$ cat src/rtl/dec_pkg.sv
package dec_pkg;
  // Field positions of the error record; a software decoder depends on them.
  parameter int NSRC      = 4;
  parameter int NFLAG     = 2 * NSRC;
  parameter int ADDR_W    = 42;
  parameter int OW_W      = 2;
  parameter int WORD_W    = 64;
  parameter int OW_LSB    = 4;
  parameter int ADDR_LSB  = 6;
  parameter int NS_BIT    = 52;
  parameter int FLAG_LSB  = 56;
  parameter int MESH_IDX  = 0;
endpackage

$ cat src/rtl/ecap_pick.sv
module ecap_pick #(
  parameter int N = 8
) (
  input  logic [N-1:0] ev,
  output logic [N-1:0] win,
  output logic         any,
  output logic         sev
);
  // Highest set index wins: upper half is multi-bit, data at the top of each half.
  always_comb begin
    win = '0;
    for (int i = 0; i < N; i++) begin
      if (ev[i]) begin
        win    = '0;
        win[i] = 1'b1;
      end
    end
    any = |ev;
    sev = |win[N-1:N/2];
  end


  always_comb begin
    win_onehot_chk: assert (!any || $onehot(win));
  end
endmodule

$ cat src/rtl/ecap_log.sv
module ecap_log
  import dec_pkg::*;
(
  input  logic              clk,
  input  logic              rst_n,
  input  logic [NFLAG-1:0]  win,
  input  logic              any,
  input  logic              sev,
  input  logic              is_mesh,
  input  logic [NFLAG-1:0]  ev,
  input  logic [ADDR_W-1:0] addr,
  input  logic              ns,
  input  logic [OW_W-1:0]   ow,
  input  logic [NFLAG-1:0]  log_clr,
  output logic [NFLAG-1:0]  flags_q,
  output logic [ADDR_W-1:0] addr_q,
  output logic              ns_q,
  output logic [OW_W-1:0]   ow_q
);
  logic [NFLAG-1:0] eff, flags_d;
  logic held_mbe, held_sbe, take, info_en;

  always_comb begin
    eff      = flags_q & ~log_clr;
    held_mbe = |eff[NFLAG-1:NSRC];
    held_sbe = |eff[NSRC-1:0];
    take     = any && !held_mbe && (!held_sbe || sev);
    flags_d  = take ? win : eff;
    info_en  = take && !is_mesh;
  end

  always_ff @(posedge clk or negedge rst_n) begin
    if (!rst_n) begin
      flags_q <= '0;
      addr_q  <= '0;
      ns_q    <= 1'b0;
      ow_q    <= '0;
    end else begin
      flags_q <= flags_d;
      if (info_en) begin
        addr_q <= addr;
        ns_q   <= ns;
        ow_q   <= ow;
      end
    end
  end


  one_flag_chk: assert property (@(posedge clk) disable iff (!rst_n) $onehot0(flags_q));

  mbe_lock_chk: assert property (@(posedge clk) disable iff (!rst_n)
    ((|flags_q[NFLAG-1:NSRC]) && ((log_clr & flags_q) == '0)) |=> $stable(flags_q));

  mesh_keep_chk: assert property (@(posedge clk) disable iff (!rst_n)
    (any && is_mesh) |=> ($stable(addr_q) && $stable(ns_q) && $stable(ow_q)));

  clr_race_chk: assert property (@(posedge clk) disable iff (!rst_n)
    ((flags_q != '0) && ((log_clr & flags_q) == flags_q) && (|ev)) |=> (flags_q != '0));
endmodule

$ cat src/rtl/ecap_irq.sv
module ecap_irq #(
  parameter int N = 8
) (
  input  logic         clk,
  input  logic         rst_n,
  input  logic [N-1:0] ev,
  input  logic [N-1:0] sts_clr,
  input  logic [N-1:0] en_set,
  input  logic [N-1:0] en_clr,
  output logic [N-1:0] sts_q,
  output logic [N-1:0] en_q,
  output logic         irq
);
  logic [N-1:0] sts_d, en_d;

  always_comb begin
    sts_d = (sts_q & ~sts_clr) | ev;
    en_d  = (en_q | en_set) & ~en_clr;
    irq   = |(sts_q & en_q);
  end

  always_ff @(posedge clk or negedge rst_n) begin
    if (!rst_n) begin
      sts_q <= '0;
      en_q  <= '0;
    end else begin
      sts_q <= sts_d;
      en_q  <= en_d;
    end
  end


  sts_set_chk: assert property (@(posedge clk) disable iff (!rst_n)
    (|ev) |=> ((sts_q & $past(ev)) == $past(ev)));

  en_clr_chk: assert property (@(posedge clk) disable iff (!rst_n)
    (|en_clr) |=> ((en_q & $past(en_clr)) == '0));
endmodule

$ cat src/rtl/dat_err_capture.sv
module dat_err_capture
  import dec_pkg::*;
(
  input  logic              clk,
  input  logic              rst_n,
  input  logic [NSRC-1:0]   sbe_det,
  input  logic [NSRC-1:0]   mbe_det,
  input  logic [ADDR_W-1:0] err_addr,
  input  logic              err_ns,
  input  logic [OW_W-1:0]   err_ow,
  input  logic [NFLAG-1:0]  log_clr,
  input  logic [NFLAG-1:0]  sts_clr,
  input  logic [NFLAG-1:0]  en_set,
  input  logic [NFLAG-1:0]  en_clr,
  output logic [WORD_W-1:0] log_word,
  output logic [NFLAG-1:0]  int_sts,
  output logic [NFLAG-1:0]  int_en,
  output logic              irq
);
  logic [NFLAG-1:0]  ev, win, flags_q;
  logic              any, sev, is_mesh, ns_q;
  logic [ADDR_W-1:0] addr_q;
  logic [OW_W-1:0]   ow_q;

  assign ev      = {mbe_det, sbe_det};
  assign is_mesh = win[MESH_IDX] | win[NSRC + MESH_IDX];

  ecap_pick #(.N(NFLAG)) u_pick (
    .ev(ev), .win(win), .any(any), .sev(sev)
  );

  ecap_log u_log (
    .clk(clk), .rst_n(rst_n), .win(win), .any(any), .sev(sev),
    .is_mesh(is_mesh), .ev(ev), .addr(err_addr), .ns(err_ns), .ow(err_ow),
    .log_clr(log_clr), .flags_q(flags_q), .addr_q(addr_q), .ns_q(ns_q), .ow_q(ow_q)
  );

  ecap_irq #(.N(NFLAG)) u_irq (
    .clk(clk), .rst_n(rst_n), .ev(ev), .sts_clr(sts_clr), .en_set(en_set),
    .en_clr(en_clr), .sts_q(int_sts), .en_q(int_en), .irq(irq)
  );

  always_comb begin
    log_word = '0;
    log_word[FLAG_LSB +: NFLAG]  = flags_q;
    log_word[NS_BIT]             = ns_q;
    log_word[ADDR_LSB +: ADDR_W] = addr_q;
    log_word[OW_LSB +: OW_W]     = ow_q;
  end
endmodule

$ cat config.mk
export PLATFORM = sky130hd
export DESIGN_NAME = dat_err_capture
export DESIGN_NICKNAME = d
export VERILOG_FILES = /design/src/rtl/dec_pkg.sv /design/src/rtl/ecap_pick.sv /design/src/rtl/ecap_log.sv /design/src/rtl/ecap_irq.sv /design/src/rtl/dat_err_capture.sv
export SDC_FILE = /design/constraint.sdc
export NUM_CORES = 1
export LEC_CHECK = 0
export ABC_CLOCK_PERIOD_IN_PS = 2400
export CORE_ASPECT_RATIO = 0.7
export CORE_MARGIN = 2
export CORE_UTILIZATION = 37
export CTS_CLUSTER_DIAMETER = 40
export DETAILED_ROUTE_END_ITERATION = 7
export HOLD_SLACK_MARGIN = 0.05
export PLACE_DENSITY_LB_ADDON = 0.08
export REMOVE_ABC_BUFFERS = 1
export SETUP_SLACK_MARGIN = 0.02
export SYNTH_ARGS = -nofsm -noshare
export SYNTH_HDL_FRONTEND = slang
export SYNTH_SLANG_ARGS = --single-unit
$ cat constraint.sdc
create_clock -name clk -period 2.4 [get_ports clk]
set_input_delay 0.24 -clock clk [delete_from_list [all_inputs] [get_ports clk]]
set_output_delay 0.24 -clock clk [all_outputs]
set_load 0.01 [all_outputs]
==> metrics.json, run 1 <==
{
  "slew-limit-headroom_pct": 57.6,
  "skew_ps": 7.50,
  "layout-drive-gt1-share_pct": 8.68,
  "routabilityCongestion": 0.828,
  "vias_per_cell": 4.56,
  "rsz0062_at_grt": "no",
  "compound_gate_fraction_of_synth_area_pct": 6.27,
  "max-cap-violations": 0,
  "cts.clk_slew.worst_paths_ps": 70,
  "synth-main-ff-cell": "sky130_fd_sc_hd__dfrtp_1",
  "ys_seq_area_share_pct": 61.4,
  "max-clock-path-buffers": 2,
  "p_sw_share_pct": 27.5,
  "wire_length_of_the_first_global_routing_pass_um": 11600,
  "min_period_over_period_pct": 82.2,
  "yosys.cell_count.top_type": "sky130_fd_sc_hd__dfrtp_1",
  "setup.worst_path.end_class": "output pin",
  "finalHoldViolations": 0,
  "areaGrowthSynthToFinish_pct": 66.8,
  "first_iter_violations": 42,
  "synth-edff-count": 0,
  "grt_start_max_net_pins": 29,
  "initial_utilization_pct": 38.4,
  "post_drt_wl_per_cell_um": 15.3,
  "post-route-drc-count": 0,
  "grt_pass1_vias": 2250,
  "place_hpwl_um": 5600,
  "timing.hold.worst.class": "input pin to flip-flop",
  "yosys_warnings": 0,
  "postSynthAreaPerCell_um2": 13.7,
  "boundaryPins": 168,
  "share_clk_of_total_power_pct": 24.7,
  "synth_top_family_by_area": "multiplexers",
  "critPathArrivalTime_ps": 1730,
  "htreeDepth": 3,
  "fmaxAchievable_mhz": 507,
  "number_of_storage_elements_in_the_synthesis_netlist": 69,
  "firstDrtPassIters": 4,
  "worst-path-max-fanout": 3,
  "grt-ovfl-total": 0,
  "internal-power_uw": 2470,
  "postRouteWirelength_um": 7320,
  "synth_cells": 205,
  "critPathLaunchType": "flip-flop",
  "yosysTopAreaCell": "sky130_fd_sc_hd__dfrtp_1",
  "worst_slew_pin_slew_ps": 637,
  "reg2reg_setup_slack_ps": 540,
  "crit_type": "flip-flop to output pin",
  "antenna_cells": 0,
  "clk_latency_ps": 330,
  "worstPathRequired_ps": 2160,
  "ys_async_sr_fraction_pct": 100,
  "groute.usage.overall_pct": 18.2,
  "post_cts_setup_buffer_count": 0,
  "floorplan_die_area_um2": 8330,
  "post_synth_instance_area_um2": 2810,
  "report.final.slew_viol_count": 0,
  "area_share_of_the_leading_cell_type_in_the_synthesized_netlist_pct": 61.4,
  "num_vias": 2182,
  "report.power.total_uw": 3410,
  "port_buffers": 156,
  "grt_antenna_before_repair": 0,
  "cts_tree": "built",
  "ys_types": 27,
  "post_synth_mux_area_share_pct": 18.8,
  "pwr_density_cell_nw_per_um2": 728,
  "totalNegativeSetupSlack_ps": 0,
  "antenna_violating_nets_post_route": 0,
  "ys_top_cells_by_count": "69 x sky130_fd_sc_hd__dfrtp_1, 42 x sky130_fd_sc_hd__mux2_1, 19 x sky130_fd_sc_hd__nor2_1, 12 x sky130_fd_sc_hd__buf_4, 10 x sky130_fd_sc_hd__inv_1",
  "outcome": "finished clean",
  "arithmetic_cell_share_of_the_synthesized_area_counting_full_adders_half_adders_and_majority_gates_pct": 0,
  "synthSimpleGateAreaFrac_pct": 8.14,
  "pwr-share-seq_pct": 43.4,
  "core_area_um2": 7320,
  "finalNetCount": 462,
  "row_count": 26,
  "cts_made_buffers": 9,
  "total_leakage_power_uw": 0.00202,
  "cts_root_buf": "sky130_fd_sc_hd__clkbuf_8",
  "maximum_vdd_drop_mv": 0.400,
  "die_height_um": 76.9,
  "min_period_ps": 1970,
  "dieWidth_um": 108,
  "synth_area_leaders": "sky130_fd_sc_hd__dfrtp_1 61%, sky130_fd_sc_hd__mux2_1 17%, sky130_fd_sc_hd__buf_4 3.2%, sky130_fd_sc_hd__nor2_1 2.5%, sky130_fd_sc_hd__mux2_2 2.0%",
  "power_switching_uw": 940,
  "report.final.setup_viol": 0,
  "synth_xor_xnor_area_share_pct": 0,
  "power.share.combinational_pct": 31.9,
  "tritoncts_num_sinks": 69
}
[power by group through the flow]
stage / Clock (µW) / Combinational [µW] / Sequential, µW
floorplan: 0 / 284 / 1600
global placement: 0 / 1090 / 1500
detailed placement: 0 / 1100 / 1500
CTS: 872 / 1110 / 1480
global route: 941 / 1160 / 1510
finish: 845 / 1090 / 1480
[path summary, 6_finish.rpt]
check	start	to	cells past startpoint
setup / recovery	u_irq.en_q[0]	irq	3
hold / removal	en_clr[2]	u_irq.en_q[2]	2
setup reg to reg	u_log.flags_q[2]	u_log.addr_q[4]	5
hold reg to reg	u_log.addr_q[27]	u_log.addr_q[27]	1
max in group asynchronous	rst_n	u_log.ow_q[0]	3
min in group asynchronous	rst_n	u_log.addr_q[9]	2
[stage by stage]
step                instance area [µm²]  utilization, %  worst slack, ps  instances  hold slack (ps)
global placement                   4500            61.5              222        461              302
CTS                                4690            64.1              413        478              415
floorplan                          2740               -              271        199            -55.6
detailed placement                 4500            61.5              161        461              302
global route                       4690            64.1              357        478              415
finish                             4690            64.1              427        478              436
[critical path: stages (launching register included)]
cell and delay (ps):
sky130_fd_sc_hd__dfrtp_1 420, sky130_fd_sc_hd__a22oi_1 350, sky130_fd_sc_hd__nand4_1 140, sky130_fd_sc_hd__clkdlybuf4s50_1 500
[flip-flops by register name (all words and copies together), names as in the netlist]
| signal | flops |
|---|---|
| u_irq.en_q | 8 |
| u_irq.sts_q | 8 |
| u_log.addr_q | 42 |
| u_log.flags_q | 8 |
| u_log.ns_q | 1 |
| u_log.ow_q | 2 |
[final cells by class]
type / instances / area (µm²)
clock buffers: 12 / 155
clock inverters: 4 / 22.5
fillers: 576 / 2630
inverters: 10 / 37.5
multi-input cells: 120 / 976
flip-flops and latches: 69 / 1730
well taps: 98 / 123
repair buffers: 165 / 1650
[kinds of logic (layout without fill, tap and decap cells)]
logic type | Yosys count | after routing
buffers and inverters | 26 | 191
multiplexers | 47 | 47
flip-flops | 69 | 69
AND/OR/NAND/NOR | 40 | 40
other | 1 | 11
AO/OA/AOI/OAI | 22 | 22
[layer usage]
| metal | vias to the layer above | part of all wire [%] | track usage [%] |
|---|---|---|---|
| li1 | 1028 | - | - |
| met1 | 1042 | 43 | 23.3 |
| met3 | 9 | 10 | 7.40 |
| met4 | 0 | 1.2 | 6.41 |
| met5 | - | 0 | 0 |
| met2 | 103 | 45 | 28.0 |
[what timing repair did]
item / CTS / global route
gates resized for setup: 0 / 0
hold endpoints to repair: 26 / 0
hold buffers: 1 / 0
[layout by cell type (no fill, tap or decap), types with 4 or more instances in the layout]
cell                              Yosys  final
sky130_fd_sc_hd__a22oi_1              4      4
sky130_fd_sc_hd__nor2b_1              8      8
sky130_fd_sc_hd__mux2_1              42     42
sky130_fd_sc_hd__mux2_2               5      5
sky130_fd_sc_hd__clkdlybuf4s50_1      0    155
sky130_fd_sc_hd__dfrtp_1             69     69
sky130_fd_sc_hd__a21o_1               7      7
sky130_fd_sc_hd__buf_4               12      6
sky130_fd_sc_hd__inv_1               10     10
sky130_fd_sc_hd__conb_1               1     11
sky130_fd_sc_hd__nor2_1              19     19
sky130_fd_sc_hd__clkbuf_8             0     11
(Power assumes the default switching activity.)
==> run 2: changes to the inputs <==
--- a/config.mk
+++ b/config.mk
@@ -5,10 +5,10 @@
 export SDC_FILE = /design/constraint.sdc
 export NUM_CORES = 1
 export LEC_CHECK = 0
-export ABC_CLOCK_PERIOD_IN_PS = 2400
+export ABC_CLOCK_PERIOD_IN_PS = 1800
 export CORE_ASPECT_RATIO = 0.7
 export CORE_MARGIN = 2
-export CORE_UTILIZATION = 37
+export CORE_UTILIZATION = 34
 export CTS_CLUSTER_DIAMETER = 40
 export DETAILED_ROUTE_END_ITERATION = 7
 export HOLD_SLACK_MARGIN = 0.05
==> constraint.sdc (replaced) <==
create_clock -name clk -period 1.8 [get_ports clk]
set_input_delay 0.18 -clock clk [delete_from_list [all_inputs] [get_ports clk]]
set_output_delay 0.18 -clock clk [all_outputs]
set_load 0.01 [all_outputs]
==> metrics.json, run 2 (synthesis results as in run 1) <==
{
  "rsz0062_at_grt": "yes",
  "min_period_over_period_pct": 98.3,
  "tritoncts_num_sinks": {"value": 69, "change": "unchanged"},
  "post-route-drc-count": {"value": 0, "change": "unchanged"},
  "grt_antenna_before_repair": {"value": 0, "change": "unchanged"},
  "finalHoldViolations": {"value": 0, "change": "unchanged"},
  "postRouteWirelength": {"value": 8050, "unit": "µm", "change": "+9.9%"},
  "antenna_violating_nets_post_route": {"value": 0, "change": "unchanged"},
  "max-cap-violations": {"value": 0, "change": "unchanged"},
  "largest_reg_flops": {"value": 42, "change": "unchanged"},
  "critPathTopFamily": "compound AO/OA/AOI/OAI gates",
  "grt_start_max_net_pins": {"value": 70, "change": "+140%"},
  "areaGrowthSynthToFinish_pct": 83.4,
  "worst-path-max-fanout": {"value": 18, "change": "+15"},
  "place_ws": {"value": -199, "unit": "ps", "change": "-360 ps"},
  "cts_tree": "built",
  "clk_latency": {"value": 320, "unit": "ps", "change": "about the same"},
  "postLayoutCoreUtil": {"value": 65.0, "unit": "%", "change": "+0.88 points"},
  "share_clk_of_total_power": {"value": 33.8, "unit": "%", "change": "+9.1 points"},
  "groute.usage.overall": {"value": 17.3, "unit": "%", "change": "-0.91 points"},
  "antenna_cells": {"value": 0, "change": "unchanged"},
  "worstPathRequired": {"value": 2000, "unit": "ps", "change": "-160 ps"},
  "pwr_density_cell": {"value": 1090, "unit": "nW/µm²", "change": "+50%"},
  "report.final.setup_viol": {"value": 0, "change": "unchanged"},
  "cts_made_buffers": {"value": 9, "change": "unchanged"},
  "place_hpwl": {"value": 5750, "unit": "µm", "change": "+2.8%"},
  "power.share.combinational": {"value": 30.8, "unit": "%", "change": "-1.1 points"},
  "placed_cells": {"value": 479, "change": "+3.9%"},
  "initial_utilization": {"value": 35.4, "unit": "%", "change": "-3.0 points"},
  "grt-ovfl-total": {"value": 0, "change": "unchanged"},
  "total_leakage_power": {"value": 0.00232, "unit": "µW", "change": "+15%"},
  "setup.worst_path.end_class": "flip-flop",
  "port_buffers": {"value": 156, "change": "unchanged"},
  "power_switching": {"value": 1450, "unit": "µW", "change": "+55%"},
  "worst_slack": {"value": 31.3, "unit": "ps", "change": "-396 ps"},
  "crit_path_top_delay_cell": "sky130_fd_sc_hd__o41ai_4",
  "post_layout_instance_count_excluding_filler_cells": {"value": 496, "change": "+3.8%"},
  "boundaryPins": {"value": 168, "change": "unchanged"},
  "wire_length_of_the_first_global_routing_pass": {"value": 12100, "unit": "µm", "change": "+4.2%"},
  "outcome": "finished clean",
  "row_count": {"value": 27, "change": "+3.8%"},
  "grt_pass1_vias": {"value": 2356, "change": "+4.7%"},
  "min_period_ps": 1770,
  "floorplan_die_area": {"value": 9030, "unit": "µm²", "change": "+8.4%"},
  "vias_per_cell": {"value": 4.55, "change": "-0.36%"},
  "max-clock-path-buffers": {"value": 2, "change": "unchanged"},
  "chain_of_cells_forming_the_critical_path": "nor2b_4 -> o41ai_4 -> nand3_4 -> buf_12 -> mux2_1",
  "cts_root_buf": "sky130_fd_sc_hd__clkbuf_16",
  "report.final.slew_viol_count": {"value": 0, "change": "unchanged"},
  "report.power.total": {"value": 5630, "unit": "µW", "change": "+65%"},
  "dieWidth": {"value": 113, "unit": "µm", "change": "+4.2%"},
  "cp.buffers_inverters": {"value": 1, "change": "unchanged"},
  "maximum_vdd_drop": {"value": 0.642, "unit": "mV", "change": "+61%"},
  "skew": {"value": 7.22, "unit": "ps", "change": "-0.274 ps"},
  "fmaxAchievable_mhz": 565,
  "mostFrequentLayoutCells": "154 x sky130_fd_sc_hd__clkdlybuf4s50_1, 69 x sky130_fd_sc_hd__dfrtp_1, 37 x sky130_fd_sc_hd__mux2_4",
  "first_iter_violations": {"value": 83, "change": "+98%"},
  "totalNegativeSetupSlack": {"value": 0, "unit": "ps", "change": "unchanged"},
  "critPathLaunchType": "flip-flop",
  "pwr-share-seq": {"value": 35.4, "unit": "%", "change": "-8.0 points"},
  "timing.hold.worst.class": "input pin to flip-flop",
  "die_height": {"value": 80.1, "unit": "µm", "change": "+4.1%"},
  "post_drt_wl_per_cell": {"value": 16.2, "unit": "µm", "change": "+5.9%"},
  "crit_type": "flip-flop to flip-flop",
  "layout.cells.most_common": "sky130_fd_sc_hd__clkdlybuf4s50_1",
  "cts.clk_slew.worst_paths": {"value": 60, "unit": "ps", "change": "about the same"},
  "core_area": {"value": 7940, "unit": "µm²", "change": "+8.5%"},
  "layout-drive-gt1-share": {"value": 23.3, "unit": "%", "change": "+15 points"},
  "routabilityCongestion": {"value": 0.828, "change": "about the same"},
  "num_vias": {"value": 2256, "change": "+3.4%"},
  "internal-power": {"value": 4180, "unit": "µW", "change": "+69%"},
  "p_sw_share": {"value": 25.8, "unit": "%", "change": "-1.7 points"},
  "finalNetCount": {"value": 477, "change": "+3.2%"},
  "critical_path.max_stage_delay": {"value": 430, "unit": "ps", "change": "-70 ps"},
  "critPathArrivalTime": {"value": 1970, "unit": "ps", "change": "+240 ps"},
  "register_containing_the_most_flip_flops_in_the_final_layout": "u_log.addr_q",
  "htreeDepth": {"value": 3, "change": "unchanged"},
  "firstDrtPassIters": {"value": 4, "change": "unchanged"}
}
run 2: metrics by stage:
step	hold WS (ps)	area (µm²)
6_report	385	5160
5_1_grt	388	5160
4_1_cts	375	5020
3_5_place_dp	237	4650
3_3_place_gp	240	4650
2_1_floorplan	-116	2740
run 2: path summary, 6_finish.rpt:
| check | start | end | slack, ps | cells past startpoint |
|---|---|---|---|---|
| min in group asynchronous | rst_n | u_log.addr_q[9] | 400 | 3 |
| setup reg to reg | u_log.flags_q[1] | u_log.addr_q[21] | 30 | 5 |
| hold reg to reg | u_log.addr_q[26] | u_log.addr_q[26] | 500 | 1 |
| setup / recovery | u_log.flags_q[1] | u_log.addr_q[21] | 30 | 5 |
| hold / removal | en_clr[7] | u_irq.en_q[7] | 390 | 2 |
| max in group asynchronous | rst_n | u_log.addr_q[8] | 1090 | 3 |
run 2: final cells by class:
| type | instances | area [µm²] |
|---|---|---|
| Clock buffer | 9 | 225 |
| Clock inverter | 7 | 98.8 |
| Fill cell | 634 | 2780 |
| Inverter | 10 | 37.5 |
| Multi-Input combinational cell | 120 | 1150 |
| Sequential cell | 69 | 1730 |
| Tap cell | 101 | 126 |
| Timing Repair Buffer | 180 | 1790 |
run 2: timing repair:
item,CTS,global route
gates resized for setup,10,37
setup buffers,0,0
hold buffers,1,0
pin swaps,2,0
endpoints found under the setup margin,41,45
endpoints found under the hold margin,69,0
run 2: layer usage:
metal / up-vias / GRT usage [%] / routed length (µm) / part of all wire (%)
met5: - / 0 / 0 / 0
met4: 0 / 4.39 / 55 / 0.68
li1: 1056 / - / - / -
met2: 103 / 26.8 / 3700 / 46
met3: 7 / 6.57 / 700 / 8.7
met1: 1090 / 23.1 / 3590 / 45
run 2: power by group through the flow:
stage / Combinational (µW) / Sequential, µW / Clock (µW)
after global placement: 1510 / 2000 / 0
after floorplan: 379 / 2130 / 0
final: 1730 / 2000 / 1900
after global routing: 1840 / 2030 / 2020
after detailed placement: 1520 / 2010 / 0
after CTS: 1540 / 1990 / 1940
